`src/rtl/prio_irq_pkg.sv`:
```
package prio_irq_pkg;

    localparam int LVL_W = 3;
    localparam int IDX_W = 8;
    localparam int VEC_W = 8;

    typedef logic [LVL_W-1:0] lvl_t;
    typedef logic [VEC_W-1:0] vec_t;

    // per-source control word: pending-clear flag above the level field
    typedef struct packed {
        logic clr;
        lvl_t lvl;
    } ctl_word_t;

    // arbitration result at one requested level
    typedef struct packed {
        logic             found;
        logic [IDX_W-1:0] idx;
    } pick_t;

    typedef enum logic [2:0] {
        RK_CTL,
        RK_BASE,
        RK_WAKE,
        RK_PDN,
        RK_NONE
    } reg_kind_e;

    function automatic reg_kind_e kind_of(input int unsigned addr, input int unsigned nsrc);
        if (addr < nsrc)           return RK_CTL;
        else if (addr == nsrc)     return RK_BASE;
        else if (addr == nsrc + 1) return RK_WAKE;
        else if (addr == nsrc + 2) return RK_PDN;
        else                       return RK_NONE;
    endfunction

endpackage

```
`src/rtl/prio_irq_ext_sync.sv`:
```
module prio_irq_ext_sync #(
    parameter int NEXT = 6
) (
    input  logic            clk,
    input  logic            rst,
    input  logic [NEXT-1:0] ext_i,
    input  logic [NEXT-1:0] clr_i,
    output logic [NEXT-1:0] pend_o
);

    genvar g;
    generate
        for (g = 0; g < NEXT; g++) begin : g_line
            logic [2:0] sh_q;   // [0],[1] synchronizer, [2] edge history
            logic       pend_q;
            logic       rise;

            assign rise = sh_q[1] & ~sh_q[2];

            always_ff @(posedge clk) begin
                if (rst) begin
                    sh_q   <= '0;
                    pend_q <= 1'b0;
                end else begin
                    sh_q   <= {sh_q[1:0], ext_i[g]};
                    pend_q <= (pend_q & ~clr_i[g]) | rise;
                end
            end

            assign pend_o[g] = pend_q;
        end
    endgenerate

endmodule

```
`src/rtl/prio_irq_regs.sv`:
```
module prio_irq_regs
    import prio_irq_pkg::*;
#(
    parameter int NSRC = 28,
    parameter int NEXT = 6,
    parameter int AW   = 5
) (
    input  logic                 clk,
    input  logic                 rst,
    input  logic                 wr_en_i,
    input  logic [AW-1:0]        wr_addr_i,
    input  logic [NSRC-1:0]      wr_data_i,
    output lvl_t [NSRC-1:0]      lvl_o,
    output logic [NEXT-1:0]      clr_o,
    output vec_t                 base_o,
    output logic                 armed_o,
    output logic [NSRC-1:0]      wake_mask_o,
    output logic                 pdn_o
);

    ctl_word_t ctl;
    reg_kind_e kind;

    assign ctl  = ctl_word_t'(wr_data_i[LVL_W:0]);
    assign kind = kind_of(int'(wr_addr_i), NSRC);

    genvar g;
    generate
        for (g = 0; g < NSRC; g++) begin : g_lvl
            lvl_t lvl_q;
            always_ff @(posedge clk) begin
                if (rst) begin
                    lvl_q <= '0;
                end else if (wr_en_i && kind == RK_CTL && wr_addr_i == AW'(g)) begin
                    lvl_q <= ctl.lvl;
                end
            end
            assign lvl_o[g] = lvl_q;
        end

        for (g = 0; g < NEXT; g++) begin : g_clr
            assign clr_o[g] = wr_en_i && (kind == RK_CTL) && (wr_addr_i == AW'(g)) && ctl.clr;
        end
    endgenerate

    vec_t            base_q;
    logic            armed_q;
    logic [NSRC-1:0] wmask_q;
    logic            pdn_q;

    always_ff @(posedge clk) begin
        if (rst) begin
            base_q  <= '0;
            armed_q <= 1'b0;
            wmask_q <= '0;
            pdn_q   <= 1'b0;
        end else if (wr_en_i) begin
            unique case (kind)
                RK_BASE: begin
                    base_q  <= wr_data_i[VEC_W-1:0];
                    armed_q <= 1'b1;
                end
                RK_WAKE: wmask_q <= wr_data_i;
                RK_PDN:  pdn_q   <= wr_data_i[0];
                default: ;
            endcase
        end
    end

    assign base_o      = base_q;
    assign armed_o     = armed_q;
    assign wake_mask_o = wmask_q;
    assign pdn_o       = pdn_q;

endmodule

```
`src/rtl/prio_irq_arb.sv`:
```
module prio_irq_arb
    import prio_irq_pkg::*;
#(
    parameter int NSRC = 28
) (
    input  logic [NSRC-1:0] pend_i,
    input  lvl_t [NSRC-1:0] lvl_i,
    input  lvl_t            req_lvl_i,
    output lvl_t            max_lvl_o,
    output pick_t           pick_o
);

    // highest level over pending sources; level 0 never raises it
    always_comb begin
        max_lvl_o = '0;
        for (int i = 0; i < NSRC; i++) begin
            if (pend_i[i] && (lvl_i[i] > max_lvl_o)) begin
                max_lvl_o = lvl_i[i];
            end
        end
    end

    // scan from the bottom so the lowest matching index is written last
    always_comb begin
        pick_o = '0;
        for (int i = NSRC - 1; i >= 0; i--) begin
            if (pend_i[i] && (lvl_i[i] != '0) && (lvl_i[i] == req_lvl_i)) begin
                pick_o.found = 1'b1;
                pick_o.idx   = IDX_W'(i);
            end
        end
    end

endmodule

```
`src/rtl/prio_irq_ctrl.sv`:
```
module prio_irq_ctrl
    import prio_irq_pkg::*;
#(
    parameter int   NEXT     = 6,
    parameter int   NINT     = 22,
    parameter logic [7:0] SPUR_VEC = 8'h18,
    localparam int  NSRC     = NEXT + NINT,
    localparam int  AW       = $clog2(NSRC + 3)
) (
    input  logic             clk,
    input  logic             rst,
    input  logic [NEXT-1:0]  ext_irq_i,
    input  logic [NINT-1:0]  int_irq_i,
    input  logic             wr_en_i,
    input  logic [AW-1:0]    wr_addr_i,
    input  logic [NSRC-1:0]  wr_data_i,
    input  logic             iack_i,
    input  logic [2:0]       iack_lvl_i,
    output logic [2:0]       ipl_o,
    output logic             vec_vld_o,
    output logic [7:0]       vec_o,
    output logic [NSRC-1:0]  pending_o,
    output logic             wake_o
);

    lvl_t [NSRC-1:0] lvl;
    logic [NEXT-1:0] clr;
    vec_t            base;
    logic            armed;
    logic [NSRC-1:0] wmask;
    logic            pdn;
    logic [NEXT-1:0] ext_pend;
    logic [NSRC-1:0] pend;
    lvl_t            max_lvl;
    pick_t           pick;

    prio_irq_regs #(.NSRC(NSRC), .NEXT(NEXT), .AW(AW)) regs_i (
        .clk         (clk),
        .rst         (rst),
        .wr_en_i     (wr_en_i),
        .wr_addr_i   (wr_addr_i),
        .wr_data_i   (wr_data_i),
        .lvl_o       (lvl),
        .clr_o       (clr),
        .base_o      (base),
        .armed_o     (armed),
        .wake_mask_o (wmask),
        .pdn_o       (pdn)
    );

    prio_irq_ext_sync #(.NEXT(NEXT)) sync_i (
        .clk    (clk),
        .rst    (rst),
        .ext_i  (ext_irq_i),
        .clr_i  (clr),
        .pend_o (ext_pend)
    );

    assign pend = {int_irq_i, ext_pend};

    prio_irq_arb #(.NSRC(NSRC)) arb_i (
        .pend_i    (pend),
        .lvl_i     (lvl),
        .req_lvl_i (iack_lvl_i),
        .max_lvl_o (max_lvl),
        .pick_o    (pick)
    );

    logic vld_q;
    vec_t vec_q;

    always_ff @(posedge clk) begin
        if (rst) begin
            vld_q <= 1'b0;
            vec_q <= '0;
        end else begin
            vld_q <= iack_i;
            if (iack_i) begin
                vec_q <= (armed && pick.found) ? base + vec_t'(pick.idx) : SPUR_VEC;
            end
        end
    end

    assign ipl_o     = armed ? max_lvl : '0;
    assign vec_vld_o = vld_q;
    assign vec_o     = vec_q;
    assign pending_o = pend;
    assign wake_o    = pdn && |(pend & wmask);

endmodule

```
`config.mk`:
```
export PLATFORM = sky130hd
export DESIGN_NAME = prio_irq_ctrl
export DESIGN_NICKNAME = d
export VERILOG_FILES = /design/src/rtl/prio_irq_pkg.sv /design/src/rtl/prio_irq_ext_sync.sv /design/src/rtl/prio_irq_regs.sv /design/src/rtl/prio_irq_arb.sv /design/src/rtl/prio_irq_ctrl.sv
export SDC_FILE = /design/constraint.sdc
export NUM_CORES = 1
export LEC_CHECK = 0
export CAP_MARGIN = 5
export CORE_MARGIN = 8
export CORE_UTILIZATION = 55
export CTS_CLUSTER_SIZE = 10
export DETAILED_ROUTE_END_ITERATION = 16
export GPL_TIMING_DRIVEN = 0
export PLACE_DENSITY = 0.77
export SYNTH_ARGS = -nofsm -noshare
export SYNTH_HDL_FRONTEND = slang
export SYNTH_HIERARCHICAL = 1
export SYNTH_SLANG_ARGS = --single-unit
```
`constraint.sdc`:
```
create_clock -name clk -period 48.7 [get_ports clk]
set_clock_uncertainty 0.2 [all_clocks]
set_input_delay 7.305 -clock clk [delete_from_list [all_inputs] [get_ports clk]]
set_output_delay 7.305 -clock clk [all_outputs]
set_load 0.05 [all_outputs]
```
==> flow_summary_export.csv <==
group,metric,value,unit
outcome,status,"finished, final reports clean",
synth,async_flop_share,0,%
clocking,worstSkewPairLatency,430,ps
timing,fin_crit_sh,92.5,%
worst_setup_path,cp_common_cell,"nor2_1",
worst_hold_path,hp-class,"reg2reg",
clocking,post-cts-setup-buffers,0,
placement,place.port_buffers,105,
synth,yosys.area_share.simple,27.9,%
power_and_ir_drop,switching_share,26.6,%
worst_setup_path,critPathMaxFanout,7,
timing,slew_headroom,28.9,%
global_routing,grt_usage,27.1,%
clocking,cts_resized,0,
synth,synth_edf_count,0,
timing,tightest_slew,1040,ps
timing,period_minus_slack,45050,ps
worst_setup_path,crit_arrival,37540,ps
clocking,cts_hold_buf,0,
timing,setup_violations,0,
routing,drt-wirelength-per-cell,19.4,um
synth,yosysWarnings,6,
routing,totalWireLength,38.7,mm
worst_setup_path,critPathTopFamily,"compound AO/OA/AOI/OAI gates",
layout,fillers,1947,
synth,synth_area_per_cell,7.93,um^2
routing,ant_nets,0,
power_and_ir_drop,clkPwrFrac,43.5,%
global_routing,grt_pass1_vias,11959,
power_and_ir_drop,p_comb_share,17.2,%
global_routing,grt_pass1_wl,62.1,mm
routing,via_count,12341,
clocking,clock-sinks,155,
layout,syn_to_final_growth,16.5,%
placement,dp_slack,4020,ps
routing,avgViaCountPerCell,6.20,
synth,synth_top_family_by_area,"simple AND/OR/NAND/NOR gates",
floorplanning,rows,55,
floorplanning,chipWidth,166,um
worst_setup_path,path_buf_inv,2,
timing,rsz0062_at_grt,"false",
global_routing,antenna_found_initial,0,
layout,ff_latch_area,3100,um^2
global_routing,grt.overflow.total,0,
layout,layout.nets,1802,
global_routing,grt_max_degree,18,
timing,setup_tns,0,ps
routing,first_pass_iters,7,
synth,synth_compound_area_share,22.4,%
synth,synth_top_flop_cell,"dfxtp_1",
job,cap_violations,0,
routing,drtIter0Drc,1063,
timing,hold_viol_final,0,
power_and_ir_drop,ir_drop,0.0227,mV
worst_setup_path,critPathMaxStageDelay,810,ps
synth,yosys_register_bits,155,
power_and_ir_drop,p_leak,6.09,nW
power_and_ir_drop,intPower,0.243,mW
worst_setup_path,cpMaxStageDelayCell,"clkdlybuf4s50_1",
timing,drv_slew,0,
timing,fin_ws,3650,ps
power_and_ir_drop,p_seq_share,39.3,%
power_and_ir_drop,p_switching,0.0880,mW
routing,drc,0,
clocking,tritoncts,"done",
floorplanning,die_area,27600,um^2
placement,hpwl,29.5,mm
placement,gp_congestion,0.975,
worst_setup_path,crit_type,"in2out",
floorplanning,core,22400,um^2
clocking,cts_max_level,4,
worst_setup_path,worstSetupStartpointType,"primary input",
synth,seq_area_frac_synth,25.0,%
floorplanning,start_util,55.4,%
timing,clock.fmax,0.0222,GHz
layout,n_antenna_cell,0,
worst_setup_path,required,41190,ps
clocking,cts_buffers,17,
layout,multi_input_area,8540,um^2
clocking,path_clk_slew,60,ps
layout,drive_gt1_share,8.62,%
clocking,clockBufferDepth,2,
worst_setup_path,endpoint_kind,"output pin",
synth,synth_xor_area_share,4.23,%
synth,synth_mux_area_share,9.60,%
power_and_ir_drop,p_per_area,22.8,nW/um^2
synth,syn_inst,1567,
synth,synth_cell_types,105,
floorplanning,die_h,166,um
synth,synth_area,12400,um^2
floorplanning,pin_count,109,
synth,synthAdderAreaFrac,4.59,%
clocking,root_buffer,"clkbuf_16",
-- through the flow --
step           power [mW]  instance area [um^2]  hold slack (ps)  utilization [%]  std cells
2_1_floorplan       0.168                 12400              214                -       1569
3_3_place_gp        0.187                 13800              218             61.7       1959
3_5_place_dp        0.188                 13800              226             61.7       1959
4_1_cts             0.330                 14500              239             64.5       1991
5_1_grt             0.341                 14500              274             64.5       1991
6_report            0.331                 14500              238             64.5       1991
-- power groups by stage --
stage | Sequential [mW] | Clock, mW | Combinational, mW
after CTS | 0.130 | 0.144 | 0.0561
after global placement | 0.133 | 0 | 0.0548
after detailed placement | 0.133 | 0 | 0.0558
final | 0.130 | 0.144 | 0.0570
after global routing | 0.130 | 0.150 | 0.0611
after floorplan | 0.133 | 0 | 0.0352
-- state kept, by name (all words and copies together) (netlist names) --
signal and cells:
regs_i/g_lvl.lvl_q 84, vec_vld_o 1, regs_i/wake_mask_o 28, vec_o 8
regs_i/armed_o 1, sync_i/g_line.sh_q 18, sync_i/g_line.pend_q 6, regs_i/pdn_o 1
regs_i/base_o 8
-- final timing paths --
check | cells past startpoint | endpoint | start | slack [ps]
worst max-delay path | 143 | ipl_o[0] | int_irq_i[0] | 3650
worst min-delay path | 1 | sync_i/g_line[4].sh_q[1]$_SDFF_PP0_ | sync_i/g_line[4].sh_q[0]$_SDFF_PP0_ | 240
worst max register to register | 23 | vec_o[6]$_SDFFE_PP0P_ | regs_i/g_lvl[24].lvl_q[2]$_SDFFE_PP0P_ | 43340
worst min register to register | 1 | sync_i/g_line[4].sh_q[1]$_SDFF_PP0_ | sync_i/g_line[4].sh_q[0]$_SDFF_PP0_ | 240
-- Yosys cell counts (6+ instances only) --
library cell  number  share of area [%]
dfxtp_1          155                 25
nand2b_1         144                7.3
nor2_1           126                3.8
nand2_1          121                3.7
mux2i_1          106                8.5
o21ai_0           71                2.9
inv_1             61                1.8
clkbuf_1          60                1.8
a21oi_1           53                2.1
xor2_1            53                3.7
ha_1              40                4.0
nand3_1           38                1.5
buf_4             31                1.9
nor2b_1           26                1.3
o21ai_1           26                1.0
nand4b_1          25                1.8
and3_1            23                1.2
o21bai_1          21                1.3
or2_2             21                1.1
and2_1            20                1.0
nor3_1            20               0.81
a2111oi_0         18                1.3
a31oi_1           16               0.81
o211ai_1          16               0.97
a22oi_1           15               0.91
o31ai_1           14               0.85
a21o_1            13               0.79
nand4_1           13               0.65
nor4_1            13               0.65
a211oi_1          12               0.73
o21a_1            11               0.66
a21oi_2            8               0.56
or3_1              8               0.40
mux2_2             7               0.63
xnor2_1            7               0.49
buf_1              6               0.18
nor3b_1            6               0.36
-- placed cells by master (no fill, tap or decap), types with 8 or more instances in the layout --
cell	instances
and3_1	23
nor4_1	13
nor2b_1	26
o21ai_0	71
o31ai_1	14
nand2_1	121
xor2_1	53
or3_1	8
o21bai_1	21
a211oi_1	12
a21oi_2	8
and2_1	20
a31oi_1	16
inv_1	61
a21o_1	13
buf_4	31
nor2_1	126
dfxtp_1	155
nand3_1	38
ha_1	40
nor3_1	20
clkbuf_1	64
nand2b_1	144
or2_2	21
a22oi_1	15
nand4_1	13
o211ai_1	16
nand4b_1	25
clkbuf_16	17
a2111oi_0	18
clkdlybuf4s50_1	105
mux2i_1	106
o21a_1	11
a21oi_1	53
o21ai_1	26
-- worst register-to-register path, cell delays in order, from the launching register on --
cell	delay (ps)
dfxtp_1	480
o21bai_1	120
a2111oi_0	930
nor2_1	160
o21bai_1	210
a21oi_1	120
o21bai_1	200
a21oi_1	110
o21bai_1	190
a21oi_1	110
o21bai_1	140
a21oi_1	110
o21bai_1	160
a21oi_1	80
nor2_1	80
nor2_1	40
nor2_1	100
nor2_1	100
ha_1	260
fa_1	440
a211oi_1	240
o21bai_1	140
a2111o_1	410
o311ai_0	110
-- cell type report --
type                            instances  area share [%]
Buffer                                106            3.85
Clock buffer                           21            3.04
Clock inverter                         11            1.33
Inverter                               61            1.58
Multi-Input combinational cell       1247            59.0
Sequential cell                       155            21.4
Tap cell                              285            2.46
Timing Repair Buffer                  105            7.26
-- routing by layer --
| metal | vias up | global-route usage [%] | wire length (um) |
|---|---|---|---|
| met5 | - | 0 | 0 |
| met2 | 523 | 45.4 | 18100 |
| met4 | 0 | 10.4 | 1130 |
| li1 | 5883 | - | - |
| met1 | 5857 | 34.8 | 17000 |
| met3 | 78 | 3.80 | 2460 |
-- kinds of logic (layout without fill, tap and decap cells) --
family | Yosys count | after routing
AND/OR/NAND/NOR | 638 | 638
AO/OA/AOI/OAI | 384 | 384
buffers and inverters | 167 | 304
flip-flops | 155 | 155
multiplexers | 116 | 116
XOR/XNOR | 60 | 60
adder cells (fa/ha/maj) | 46 | 46
other | 1 | 3
(Power assumes the default switching activity.)
